$ cat src/rtl/flash_seq_pkg.sv
package flash_seq_pkg;
  localparam int unsigned REG_W        = 32;
  localparam int unsigned NUM_CMD_REGS = 6;
  localparam int unsigned BUS_AW       = 12;
  localparam int unsigned ADDR_BYTES   = 6;
  localparam int unsigned STAT_W       = 16;

  localparam logic [BUS_AW-1:0] OFS_STATUS = 12'h044;
  localparam logic [BUS_AW-1:0] OFS_CTRL   = 12'h100;
  localparam logic [BUS_AW-1:0] OFS_CONFIG = 12'h230;

  localparam logic [6:0] TYPE_CMD      = 7'd0;
  localparam logic [6:0] TYPE_CMD_DATA = 7'd1;
  localparam logic [6:0] TYPE_DSEQ     = 7'd127;
  localparam logic [1:0] MODE_INSTR    = 2'd1;

  localparam logic [STAT_W-1:0] STAT_OK     = 16'h8000;
  localparam logic [STAT_W-1:0] STAT_REJECT = 16'hC001;

  typedef struct packed {
    logic [7:0]              opcode;
    logic [8*ADDR_BYTES-1:0] addr;
    logic [2:0]              addr_nbytes;
    logic [1:0]              cmd_lanes;
    logic [1:0]              addr_lanes;
    logic [2:0]              bank;
  } cmd_desc_t;

  typedef struct packed {
    logic [31:0] count;
    logic [5:0]  dummy;
    logic        dir;
    logic [1:0]  data_lanes;
    logic [2:0]  bank;
  } data_desc_t;

  typedef enum logic [2:0] {
    S_IDLE, S_CMD_ISSUE, S_CMD_WAIT, S_ARMED, S_DATA_ISSUE, S_DATA_WAIT
  } seq_state_e;
endpackage

$ cat src/rtl/flash_cmd_regs.sv
module flash_cmd_regs
  import flash_seq_pkg::*;
#(
  parameter int unsigned NUM_REGS = NUM_CMD_REGS,
  parameter int unsigned DW       = REG_W,
  parameter int unsigned AW       = BUS_AW
) (
  input  logic                          clk_i,
  input  logic                          rst_ni,
  input  logic                          wr_i,
  input  logic [AW-1:0]                 addr_i,
  input  logic [DW-1:0]                 wdata_i,
  output logic [NUM_REGS-1:0][DW-1:0]   regs_o,
  output logic [1:0]                    mode_o
);
  localparam int unsigned STRIDE = DW / 8;

  logic [NUM_REGS-1:0][DW-1:0] regs_q;
  logic [1:0]                  mode_q;

  for (genvar gi = 0; gi < NUM_REGS; gi++) begin : g_word
    localparam logic [AW-1:0] OFS = AW'(gi * STRIDE);
    always_ff @(posedge clk_i or negedge rst_ni) begin
      if (!rst_ni)                    regs_q[gi] <= '0;
      else if (wr_i && addr_i == OFS) regs_q[gi] <= wdata_i;
    end
  end

  always_ff @(posedge clk_i or negedge rst_ni) begin
    if (!rst_ni)                           mode_q <= '0;
    else if (wr_i && addr_i == OFS_CONFIG) mode_q <= wdata_i[6:5];
  end

  assign regs_o = regs_q;
  assign mode_o = mode_q;
endmodule

$ cat src/rtl/flash_instr_decode.sv
module flash_instr_decode
  import flash_seq_pkg::*;
#(
  parameter int unsigned NUM_REGS = NUM_CMD_REGS,
  parameter int unsigned DW       = REG_W
) (
  input  logic [NUM_REGS-1:0][DW-1:0] regs_i,
  output logic [6:0]                  instr_type_o,
  output cmd_desc_t                   cmd_o,
  output data_desc_t                  data_o
);
  logic [DW-1:0] w1, w2, w3, w4;
  assign w1 = regs_i[1];
  assign w2 = regs_i[2];
  assign w3 = regs_i[3];
  assign w4 = regs_i[4];

  assign instr_type_o = w1[6:0];

  always_comb begin
    cmd_o.opcode      = w3[23:16];
    cmd_o.addr        = {w3[7:0], w2[31:24], w2[23:16], w2[15:8], w2[7:0], w1[31:24]};
    cmd_o.addr_nbytes = w3[30:28];
    cmd_o.cmd_lanes   = w4[9:8];
    cmd_o.addr_lanes  = w4[1:0];
    cmd_o.bank        = w4[14:12];
  end

  always_comb begin
    data_o.count      = {w3[15:0], w2[31:16]};
    data_o.dummy      = w3[25:20];
    data_o.dir        = w4[4];
    data_o.data_lanes = w4[9:8];
    data_o.bank       = w4[14:12];
  end

  logic unused_bits;
  assign unused_bits = ^{regs_i[0], regs_i[NUM_REGS-1:5], w1[23:7], w3[31], w3[27:26],
                         w4[31:15], w4[11:10], w4[7:5], w4[3:2]};
endmodule

$ cat src/rtl/flash_seq_fsm.sv
module flash_seq_fsm
  import flash_seq_pkg::*;
(
  input  logic              clk_i,
  input  logic              rst_ni,
  input  logic              launch_i,
  input  logic              done_bit_i,
  input  logic              mode_ok_i,
  input  logic [6:0]        instr_type_i,
  input  cmd_desc_t         cmd_i,
  input  data_desc_t        data_i,
  input  logic              ph_ready_i,
  input  logic              srl_done_i,
  input  logic [2:0]        srl_err_i,
  output logic              ph_valid_o,
  output logic              ph_kind_o,
  output cmd_desc_t         cmd_o,
  output data_desc_t        data_o,
  output logic              busy_o,
  output logic              done_o,
  output logic [STAT_W-1:0] status_o
);
  seq_state_e        state_q;
  cmd_desc_t         cmd_q;
  data_desc_t        data_q;
  logic              has_data_q, done_req_q, done_q;
  logic [STAT_W-1:0] status_q;
  logic              first_ok;

  assign first_ok = mode_ok_i && (instr_type_i == TYPE_CMD || instr_type_i == TYPE_CMD_DATA);

  function automatic logic [STAT_W-1:0] end_status(input logic [2:0] err);
    return {1'b1, |err, 10'b0, err, 1'b0};
  endfunction

  always_ff @(posedge clk_i or negedge rst_ni) begin
    if (!rst_ni) begin
      state_q    <= S_IDLE;
      cmd_q      <= '0;
      data_q     <= '0;
      has_data_q <= 1'b0;
      done_req_q <= 1'b0;
      done_q     <= 1'b0;
      status_q   <= '0;
    end else begin
      done_q <= 1'b0;
      unique case (state_q)
        S_IDLE: if (launch_i) begin
          if (first_ok) begin
            status_q   <= '0;
            cmd_q      <= cmd_i;
            has_data_q <= (instr_type_i == TYPE_CMD_DATA);
            done_req_q <= done_bit_i;
            state_q    <= S_CMD_ISSUE;
          end else begin
            status_q <= STAT_REJECT;
            done_q   <= done_bit_i;
          end
        end
        S_CMD_ISSUE: if (ph_ready_i) state_q <= S_CMD_WAIT;
        S_CMD_WAIT: if (srl_done_i) begin
          if (has_data_q && srl_err_i == '0) begin
            state_q <= S_ARMED;
          end else begin
            status_q <= end_status(srl_err_i);
            done_q   <= done_req_q;
            state_q  <= S_IDLE;
          end
        end
        S_ARMED: if (launch_i) begin
          if (mode_ok_i && instr_type_i == TYPE_DSEQ) begin
            data_q     <= data_i;
            done_req_q <= done_bit_i;
            state_q    <= S_DATA_ISSUE;
          end else begin
            status_q <= STAT_REJECT;
            done_q   <= done_bit_i;
            state_q  <= S_IDLE;
          end
        end
        S_DATA_ISSUE: if (ph_ready_i) state_q <= S_DATA_WAIT;
        S_DATA_WAIT: if (srl_done_i) begin
          status_q <= end_status(srl_err_i);
          done_q   <= done_req_q;
          state_q  <= S_IDLE;
        end
        default: state_q <= S_IDLE;
      endcase
    end
  end

  assign ph_valid_o = (state_q == S_CMD_ISSUE) || (state_q == S_DATA_ISSUE);
  assign ph_kind_o  = (state_q == S_DATA_ISSUE);
  assign busy_o     = (state_q != S_IDLE);
  assign done_o     = done_q;
  assign status_o   = status_q;
  assign cmd_o      = cmd_q;
  assign data_o     = data_q;


  ph_stable_chk: assert property (@(posedge clk_i) disable iff (!rst_ni)
    ph_valid_o && !ph_ready_i |=> ph_valid_o && $stable(ph_kind_o) && $stable(cmd_o) && $stable(data_o));

  busy_status_chk: assert property (@(posedge clk_i) disable iff (!rst_ni)
    busy_o |-> !status_o[15]);

  reject_idle_chk: assert property (@(posedge clk_i) disable iff (!rst_ni)
    status_o[0] |-> !busy_o && !ph_valid_o);

  done_status_chk: assert property (@(posedge clk_i) disable iff (!rst_ni)
    done_o |-> status_o[15]);

  ph_busy_chk: assert property (@(posedge clk_i) disable iff (!rst_ni)
    ph_valid_o |-> busy_o);
endmodule

$ cat src/rtl/flash_instr_seq.sv
module flash_instr_seq
  import flash_seq_pkg::*;
(
  input  logic        clk_i,
  input  logic        rst_ni,
  input  logic        bus_wr_i,
  input  logic [11:0] bus_addr_i,
  input  logic [31:0] bus_wdata_i,
  output logic [31:0] bus_rdata_o,
  output logic        ph_valid_o,
  input  logic        ph_ready_i,
  output logic        ph_kind_o,
  output logic [7:0]  ph_opcode_o,
  output logic [47:0] ph_addr_o,
  output logic [2:0]  ph_addr_nbytes_o,
  output logic [1:0]  ph_cmd_lanes_o,
  output logic [1:0]  ph_addr_lanes_o,
  output logic [2:0]  ph_bank_o,
  output logic [31:0] ph_count_o,
  output logic [5:0]  ph_dummy_o,
  output logic        ph_dir_o,
  output logic [1:0]  ph_data_lanes_o,
  input  logic        srl_done_i,
  input  logic [2:0]  srl_err_i,
  output logic        busy_o,
  output logic        done_o
);
  localparam logic [BUS_AW-1:0] REGS_END = BUS_AW'(NUM_CMD_REGS * 4);

  logic [NUM_CMD_REGS-1:0][REG_W-1:0] regs;
  logic [1:0]        mode;
  logic [6:0]        instr_type;
  cmd_desc_t         cmd_dec, cmd_ph;
  data_desc_t        data_dec, data_ph;
  logic [STAT_W-1:0] status;
  logic              launch;

  assign launch = bus_wr_i && (bus_addr_i == '0);

  flash_cmd_regs #(.NUM_REGS(NUM_CMD_REGS), .DW(REG_W), .AW(BUS_AW)) i_regs (
    .clk_i, .rst_ni, .wr_i(bus_wr_i), .addr_i(bus_addr_i), .wdata_i(bus_wdata_i),
    .regs_o(regs), .mode_o(mode)
  );

  flash_instr_decode #(.NUM_REGS(NUM_CMD_REGS), .DW(REG_W)) i_decode (
    .regs_i(regs), .instr_type_o(instr_type), .cmd_o(cmd_dec), .data_o(data_dec)
  );

  flash_seq_fsm i_fsm (
    .clk_i, .rst_ni, .launch_i(launch), .done_bit_i(bus_wdata_i[0]),
    .mode_ok_i(mode == MODE_INSTR), .instr_type_i(instr_type),
    .cmd_i(cmd_dec), .data_i(data_dec), .ph_ready_i, .srl_done_i, .srl_err_i,
    .ph_valid_o, .ph_kind_o, .cmd_o(cmd_ph), .data_o(data_ph),
    .busy_o, .done_o, .status_o(status)
  );

  always_comb begin
    bus_rdata_o = '0;
    if (bus_addr_i < REGS_END && bus_addr_i[1:0] == 2'b00)
      bus_rdata_o = regs[bus_addr_i[4:2]];
    else if (bus_addr_i == OFS_STATUS)
      bus_rdata_o = {{(REG_W-STAT_W){1'b0}}, status};
    else if (bus_addr_i == OFS_CTRL)
      bus_rdata_o = {24'b0, busy_o, 7'b0};
    else if (bus_addr_i == OFS_CONFIG)
      bus_rdata_o = {25'b0, mode, 5'b0};
  end

  assign ph_opcode_o      = cmd_ph.opcode;
  assign ph_addr_o        = cmd_ph.addr;
  assign ph_addr_nbytes_o = cmd_ph.addr_nbytes;
  assign ph_cmd_lanes_o   = cmd_ph.cmd_lanes;
  assign ph_addr_lanes_o  = cmd_ph.addr_lanes;
  assign ph_bank_o        = ph_kind_o ? data_ph.bank : cmd_ph.bank;
  assign ph_count_o       = data_ph.count;
  assign ph_dummy_o       = data_ph.dummy;
  assign ph_dir_o         = data_ph.dir;
  assign ph_data_lanes_o  = data_ph.data_lanes;


  rst_quiet_chk: assert property (@(posedge clk_i) disable iff (!rst_ni)
    $rose(busy_o) |-> $past(launch));
endmodule

$ cat config.mk
export PLATFORM = sky130hd
export DESIGN_NAME = flash_instr_seq
export DESIGN_NICKNAME = d
export VERILOG_FILES = /design/src/rtl/flash_seq_pkg.sv /design/src/rtl/flash_cmd_regs.sv /design/src/rtl/flash_instr_decode.sv /design/src/rtl/flash_seq_fsm.sv /design/src/rtl/flash_instr_seq.sv
export SDC_FILE = /design/constraint.sdc
export NUM_CORES = 1
export LEC_CHECK = 0
export BUFFER_PORTS_ARGS = -buffer_cell sky130_fd_sc_hd__buf_4
export CAP_MARGIN = 20
export CORE_ASPECT_RATIO = 1.75
export CORE_MARGIN = 4
export CORE_UTILIZATION = 45
export DETAILED_ROUTE_END_ITERATION = 8
export PLACE_DENSITY = 0.64
export SYNTH_ARGS = -nofsm -noshare
export SYNTH_HDL_FRONTEND = slang
export SYNTH_SLANG_ARGS = --single-unit
$ cat constraint.sdc
create_clock -name clk_i -period 7.6 [get_ports clk_i]
set_input_delay 0.76 -clock clk_i [delete_from_list [all_inputs] [get_ports clk_i]]
set_output_delay 0.76 -clock clk_i [all_outputs]
set_load 0.02 [all_outputs]
==> run summary, run 1 <==
The run finished with clean final reports. Overall power consumption after layout is estimated at 0.00357 W. The tools report the post-route worst setup slack as 3.47 ns.

The number of synthesized flops with an enable pin works out to 0. The detail-routed via count per cell works out to 5.41. Most repeated cell in the gate-level netlist after synthesis: sky130_fd_sc_hd__dfrtp_1.

The count of final hold-check violations is 0, and the register-to-register setup slack is 3.94 ns. Setup total negative slack on the finished layout was measured at 0 ns. The run gives 54.3% as the sequential share of the synthesized area. The run gives 195 as the count of pins on the block boundary. By area the synthesized netlist is led by sky130_fd_sc_hd__dfrtp_1 (54%), sky130_fd_sc_hd__mux2_2 (22%), sky130_fd_sc_hd__buf_4 (5.5%). The combined global-route utilization of all metal layers was 20.0%; the remaining antenna violation count was 0.

The leakage power figure was 8.49 nW. Die footprint: 35400 µm². The initialized floorplan defines 86 standard-cell rows.

The post-CTS setup-driven buffer insertion count was 0. Final setup skew: 0.0185 ns. Traced cell by cell, the critical path runs through buf_4 -> buf_4 -> nand2b_1 -> nor3_1 -> nand2_1 -> o21ai_0 -> buf_4. Synthesis instantiated 41 different standard cells from the library. Once the floorplan was initialized, standard cells occupied 45.9% of the core.

The logs give 242 MHz for the timing-limited maximum frequency and 22.5 mm for the post-detailed-placement half-perimeter wirelength. For the worst vdd rail ir drop, the log shows 210 µV. Clock-pin slew was measured on the worst setup and hold paths at 0.06 ns. Together, buffers and inverters on the worst path number 3. The number of buffer cells added on primary ports works out to 194. For this block, the routed nets add up to 35.1 mm of wire. From bottom edge to top edge, the die measures 246 µm. The count of maximum capacitance violations was 0; the CTS sink count was 316.

The congestion estimate from routability-driven global placement came to 0.845. The critical path's most frequent cell was sky130_fd_sc_hd__buf_4. In this run the horizontal extent of the chip is 144 µm.

Slew of the pin with the lowest slew margin: 1.11 ns. The family with the most delay on the worst path was buffers and inverters. The flip-flop cell with the highest count after synthesis was sky130_fd_sc_hd__dfrtp_1. The top cell type's share of synthesized area works out to 54.3%. For the synthesized net count, the log shows 1177.

The number of DRC markers in iteration 0 is 477. The count of TritonRoute iterations in the first routing pass came out at 4. The floorplan step defined a core boundary enclosing 31700 µm². The number of hold buffers added after CTS was 0.

The slowest stage of the critical path is the sky130_fd_sc_hd__nor3_1 cell. The logs give 1125 for the post-synthesis cell count and 14600 µm² for the cell area after synthesis. The number of cells upsized or downsized after cts came out at 0. 0 antenna diodes ended up in the layout.

The depth of the CTS H-tree was 1; the global-route wire length before repair was 55.2 mm. Setup repair after global routing left no endpoint under its margin. Number of filler instances in the final layout: 2761.

Yosys printed 0 warnings. The final max-slew violation count came out at 0. The required time reported for the critical path endpoint was 6.84 ns; the area growth from synthesis to layout was 15.0%.

Ranked by instance count, the synthesized netlist is headed by sky130_fd_sc_hd__dfrtp_1 (316), sky130_fd_sc_hd__mux2_2 (280), sky130_fd_sc_hd__nand2_1 (123), sky130_fd_sc_hd__buf_4 (107), sky130_fd_sc_hd__nor2_1 (67). The post-route clock period utilization is 54.3%. The worst setup path category was in -> out.

Biggest fanout along the worst timing path: 42. Number of antenna violations at the first check in global routing: 0. For this run the aggregate overflow at the end of global routing stands at 0.

In the final routed layout, each cell accounts on average for 21.6 µm. Final count of negative-setup-slack endpoints: 0. For the worst-skew pair, the clock arrives at the later sink with an insertion delay of 0.56 ns.

Counting flops with an async set or reset pin after synthesis yields a share of 100%. The path class of the tightest hold or removal check is in -> async. Cells with a size suffix above 1 make up 47.8% of the layout. The run gives 9467 as the via count of the first global-routing pass. After detailed routing, the number of remaining DRC violations is 0. Mean post-synth cell area: 13.0 µm².

Arrival time reported for the critical path endpoint: 3.37 ns. The tree is rooted in a sky130_fd_sc_hd__clkbuf_16. The final critical delay including setup and external delays was 4.13 ns. For the relative max-transition margin, the log shows 25.6%. TritonCTS built the clock tree. Largest area contributor in the synthesized netlist: sky130_fd_sc_hd__dfrtp_1.

The routed layout has 8783 vias. Measured on the finished design, the core utilization comes to 52.8%. The longest clock path from root to sink contains 3 buffers. The TritonCTS buffer count was 30; the flop and latch count out of synthesis was 316.

The tools report the kind of launch point of the worst setup path as an input pin. The power per unit of standard cell area was 213 nW/µm². Before CTS, the worst setup slack after placement is 3.45 ns. For the number of nets in the layout, the log shows 1256. STA classifies the critical path endpoint as a primary output.

The largest stage delay on the critical path is 0.67 ns, and the maximum number of pins on one net before global-route repair is 131.
routing by layer:
layer	share of wire [%]	GRT usage (%)	wire, µm	up-vias
li1	-	-	-	3969
met1	39	24.9	13700	4570
met2	54	36.6	18900	220
met3	5.4	2.84	1900	24
met4	1.5	4.24	534	0
met5	0	0	0	-
worst paths after layout:
kind	from	to	depth (start not counted)
max	bus_addr_i[2]	bus_rdata_o[15]	7
min	rst_ni	i_fsm.data_o[13]	1
max reg2reg	i_regs.regs_o[37]	i_fsm.cmd_o[12]	5
min reg2reg	i_regs.regs_o[27]	i_regs.regs_o[27]	2
max in group asynchronous	rst_ni	i_regs.regs_o[70]	2
min in group clk_i	bus_wdata_i[21]	i_regs.regs_o[21]	3
layout make-up:
cell class	count	area [µm²]	area share (%)
Clock buffer	42	867	5.17
Multi-Input combinational cell	639	5660	33.8
Timing Repair Buffer	208	1580	9.43
Inverter	9	33.8	0.202
Tap cell	396	495	2.96
Clock inverter	12	215	1.28
Sequential cell	316	7910	47.2
flip-flops by register name (all words and copies together), names as in the netlist:
register / cells
i_fsm.cmd_o: 66
i_fsm.data_o: 44
i_fsm.done_o: 1
i_fsm.done_req_q: 1
i_fsm.has_data_q: 1
i_fsm.state_q: 3
i_fsm.status_o: 6
i_regs.mode_o: 2
i_regs.regs_o: 192
worst register-to-register path, delay by kind of cell (launching register included):
kind          cells  cell delay (ns)
simple gates      3             1.93
buf+inv           1             0.75
mux               1             0.45
flops             1             0.41
cell families (layout without fill, tap and decap cells):
group	count (synthesis)	after routing	share of synthesized area, %
compound gates	64	64	2.70
simple gates	226	226	6.72
buf+inv	170	271	7.20
xor+xnor	1	1	0.0601
mux	348	348	29.1
flops	316	316	54.3
cells in the final DEF, fill, tap and decap left out, drive strengths merged, types with 2 or more instances in the layout:
cell type  Yosys  layout
nor3           6       6
o22ai          3       3
nand3          8       8
nor2b          2       2
a2111oi        2       2
nor2          67      67
nor3b          2       2
nand3b         2       2
buf          123     208
a21o           3       3
inv            9       8
dfrtp        316     316
o21ai         11      11
a21oi         36      36
nand2        123     123
clkbuf        38      42
clkinv         0       5
o221ai         2       2
bufinv         0       6
a211oi         2       2
mux2         280     280
mux4          32      32
nand2b         4       4
or4            2       2
nor4           4       4
nand4          3       3
clkinvlp       0       2
mux2i         36      36
power by group:
part | total [W] | internal [W] | switching (W)
registers | 0.00172 | 0.00170 | 0.0000219
logic | 0.000216 | 0.0000823 | 0.000134
clock network | 0.00163 | 0.000996 | 0.000639
stage by stage:
| stage | hold slack [ns] | instances | cell area (µm²) |
|---|---|---|---|
| after floorplan | 0.434 | 1125 | 14600 |
| after global placement | 0.444 | 1568 | 15700 |
| after detailed placement | 0.455 | 1568 | 15700 |
| after CTS | 0.312 | 1622 | 16800 |
| after global routing | 0.324 | 1622 | 16800 |
| final | 0.255 | 1622 | 16800 |
No activity file was read; power rests on OpenSTA's default activity.
==> run 2: changes to the inputs <==
- PLACE_DENSITY: 0.64 -> 0.66
- clock period: 7.6 -> 3.6 ns (I/O delays scaled with it)
==> run 2 against run 1 <==
Combinational power grew 120%. First-iteration DRC count down 31%. Via count is 1.1% higher.
==> run summary, run 2 (synthesis results as in run 1) <==
The run finished with clean final reports. The clock drives 316 sinks. The die covers 35400 µm². The initial utilization of the core area, before any placement, comes to 45.9%. Source of the critical timing path: bus_addr_i[3].

The run gives 375 µV as the worst vdd rail ir drop. The library cell used most frequently in the layout, excluding fill and tap cells, is sky130_fd_sc_hd__dfrtp_1. For the count of antenna diodes in the layout, the log shows 0. The relative max-transition margin is 40.2%, and the number of cells upsized or downsized after cts is 0.

Worst hold endpoint: i_regs.regs_o[14]. The number of flip-flops under the largest register name came out at 192. In the routed layout, each cell is associated on average with a via count of 5.41.

Entering global routing, the biggest net connects 111 pins. The via count of the first global-routing pass was 9627. For the residual DRC count, the log shows 0.

The tools report the routed via count as 8884. For this run, the top clock speed supported by timing is 358 MHz. For the remaining antenna violation count, the log shows 0.

The library cells used most frequently in the layout, excluding fill and tap cells, are sky130_fd_sc_hd__dfrtp_1 (316), sky130_fd_sc_hd__mux2_2 (280), sky130_fd_sc_hd__buf_4 (223), sky130_fd_sc_hd__nand2_1 (122), sky130_fd_sc_hd__nor2_1 (66). The worst flop-to-flop path startpoint is i_regs.regs_o[36]. Clock-pin slew was measured on the worst setup and hold paths at 0.07 ns. The floorplan step set the die height to 246 µm. The depth of the most critical reg-to-reg path works out to 5. For the register-to-register setup slack, the log shows 0.91 ns. The final standard cell utilization of the core was 53.2%; the post-route clock period utilization was 77.5%. TritonCTS built the clock tree.

Clock latency on the worst-skew pair, taken at its later pin, is 0.55 ns. The run gives 3 as the deepest clock path buffer count. For this block, the initial DRC count from the detailed router was 328. Of the cells placed in the final design, the portion with a size suffix greater than 1 is 48.7%. The run gives 8.58 nW as the leakage power figure. Routability-driven placement finished with a final weighted congestion of 0.849.

For the count of maximum capacitance violations, the log shows 0. The tools report the post-detailed-placement half-perimeter wirelength as 23.6 mm. The critical path is of the in -> out type. Setup violations remaining at the end of the flow were counted as 0. Core outline area: 31700 µm².

In this run the worst hold path is classified as in -> reg. The worst hold path begins at bus_wdata_i[14]. The tools report the clock tree root driver cell as sky130_fd_sc_hd__clkbuf_16. For the count of pins on the block boundary, the log shows 195. The tools report the endpoint of the worst register-to-register path as i_fsm.cmd_o[29]. After floorplanning, the core was divided into 86 placement rows.

Average wire length per cell after detail routing: 21.4 µm. Setup repair after global routing left no endpoint under its margin. The final setup skew is 0.00694 ns, and the hold slack is 0.0516 ns. The routed design has 35.1 mm of wire.

The tools report the number of antenna violations at the first check in global routing as 0. The number of instances on the worst hold path works out to 3. At the worst endpoint, the required time is 3.24 ns. The tools report the count of final hold-check violations as 0. The first detailed-routing pass took 4 iterations. The net count of the finished layout is 1276. Power spread over the standard cell area amounts to 432 nW/µm². TritonCTS created 29 clock buffers. At the pin with the least slew margin, the transition time is 0.897 ns. Buffers placed on the I/O ports in this run total 194. The run gives 55.3 mm as the global-route wire length before repair. STA classifies the critical path startpoint as an input pin. The biggest fanout along the worst timing path was 42; the setup TNS was 0 ns. The area growth from synthesis to layout is 15.8%. The depth of the CTS H-tree is 1, and the horizontal die dimension is 144 µm. The number of setup buffers added after CTS is 0. The worst setup path is captured at a primary output. Subtracting the final worst setup slack from the clock period gives 2.79 ns. The total grt overflow is 0.

The run gives 0 as the final max-slew violation count. At the worst endpoint, the arrival time is 2.43 ns. The tools report the combined global-route utilization of all metal layers as 20.0%.
run 2: final cells by class:
class	count	area [µm²]
clock buffer	42	865
timing repair buffer	229	1780
multi-input combinational	639	5660
clock inverter	10	133
inverter	9	33.8
tap	396	495
sequential	316	7910
fill	2760	14900
run 2: metrics by stage:
step	instance area [µm²]	setup WS [ns]	std cells	power [W]
6_report	16900	0.810	1641	0.00729
5_1_grt	16900	0.653	1641	0.00758
4_1_cts	16900	0.743	1641	0.00740
3_5_place_dp	15900	0.778	1588	0.00418
3_3_place_gp	15900	0.792	1588	0.00417
2_1_floorplan	14600	0.944	1125	0.00393
run 2: critical path: stages:
cell and delay [ns]:
sky130_fd_sc_hd__buf_4 0.55, sky130_fd_sc_hd__nand2b_2 0.60, sky130_fd_sc_hd__buf_4 0.33, sky130_fd_sc_hd__nor2_1 0.07
sky130_fd_sc_hd__a21oi_1 0.27, sky130_fd_sc_hd__nor2_1 0.07, sky130_fd_sc_hd__buf_4 0.16
run 2: what timing repair did:
item	in CTS	in global routing
hold buffers	1	0
endpoints found under the hold margin	100	0
endpoints found under the setup margin	0	0
run 2: worst max path at each step:
stage               slack, ns              end
floorplan                0.94  bus_rdata_o[14]
global placement         0.79  bus_rdata_o[31]
detailed placement       0.78  bus_rdata_o[31]
CTS                      0.74     ph_bank_o[1]
global route             0.65  bus_rdata_o[11]
finish                   0.81  bus_rdata_o[31]
run 2: report_power, final:
part / switching [W] / internal (W) / leakage, nW
registers: 0.0000398 / 0.00359 / 4.40
clock network: 0.00131 / 0.00188 / 0.497
logic: 0.000285 / 0.000192 / 3.68
total: 0.00164 / 0.00566 / 8.58
run 2: routing by layer:
metal | vias to the layer above | routed length, µm | share of wire (%) | GRT usage (%)
met2 | 198 | 18800 | 54 | 36.2
met5 | - | 0 | 0 | 0
li1 | 4030 | - | - | -
met3 | 47 | 1520 | 4.3 | 2.51
met4 | 0 | 861 | 2.5 | 5.96
met1 | 4609 | 13800 | 39 | 24.8
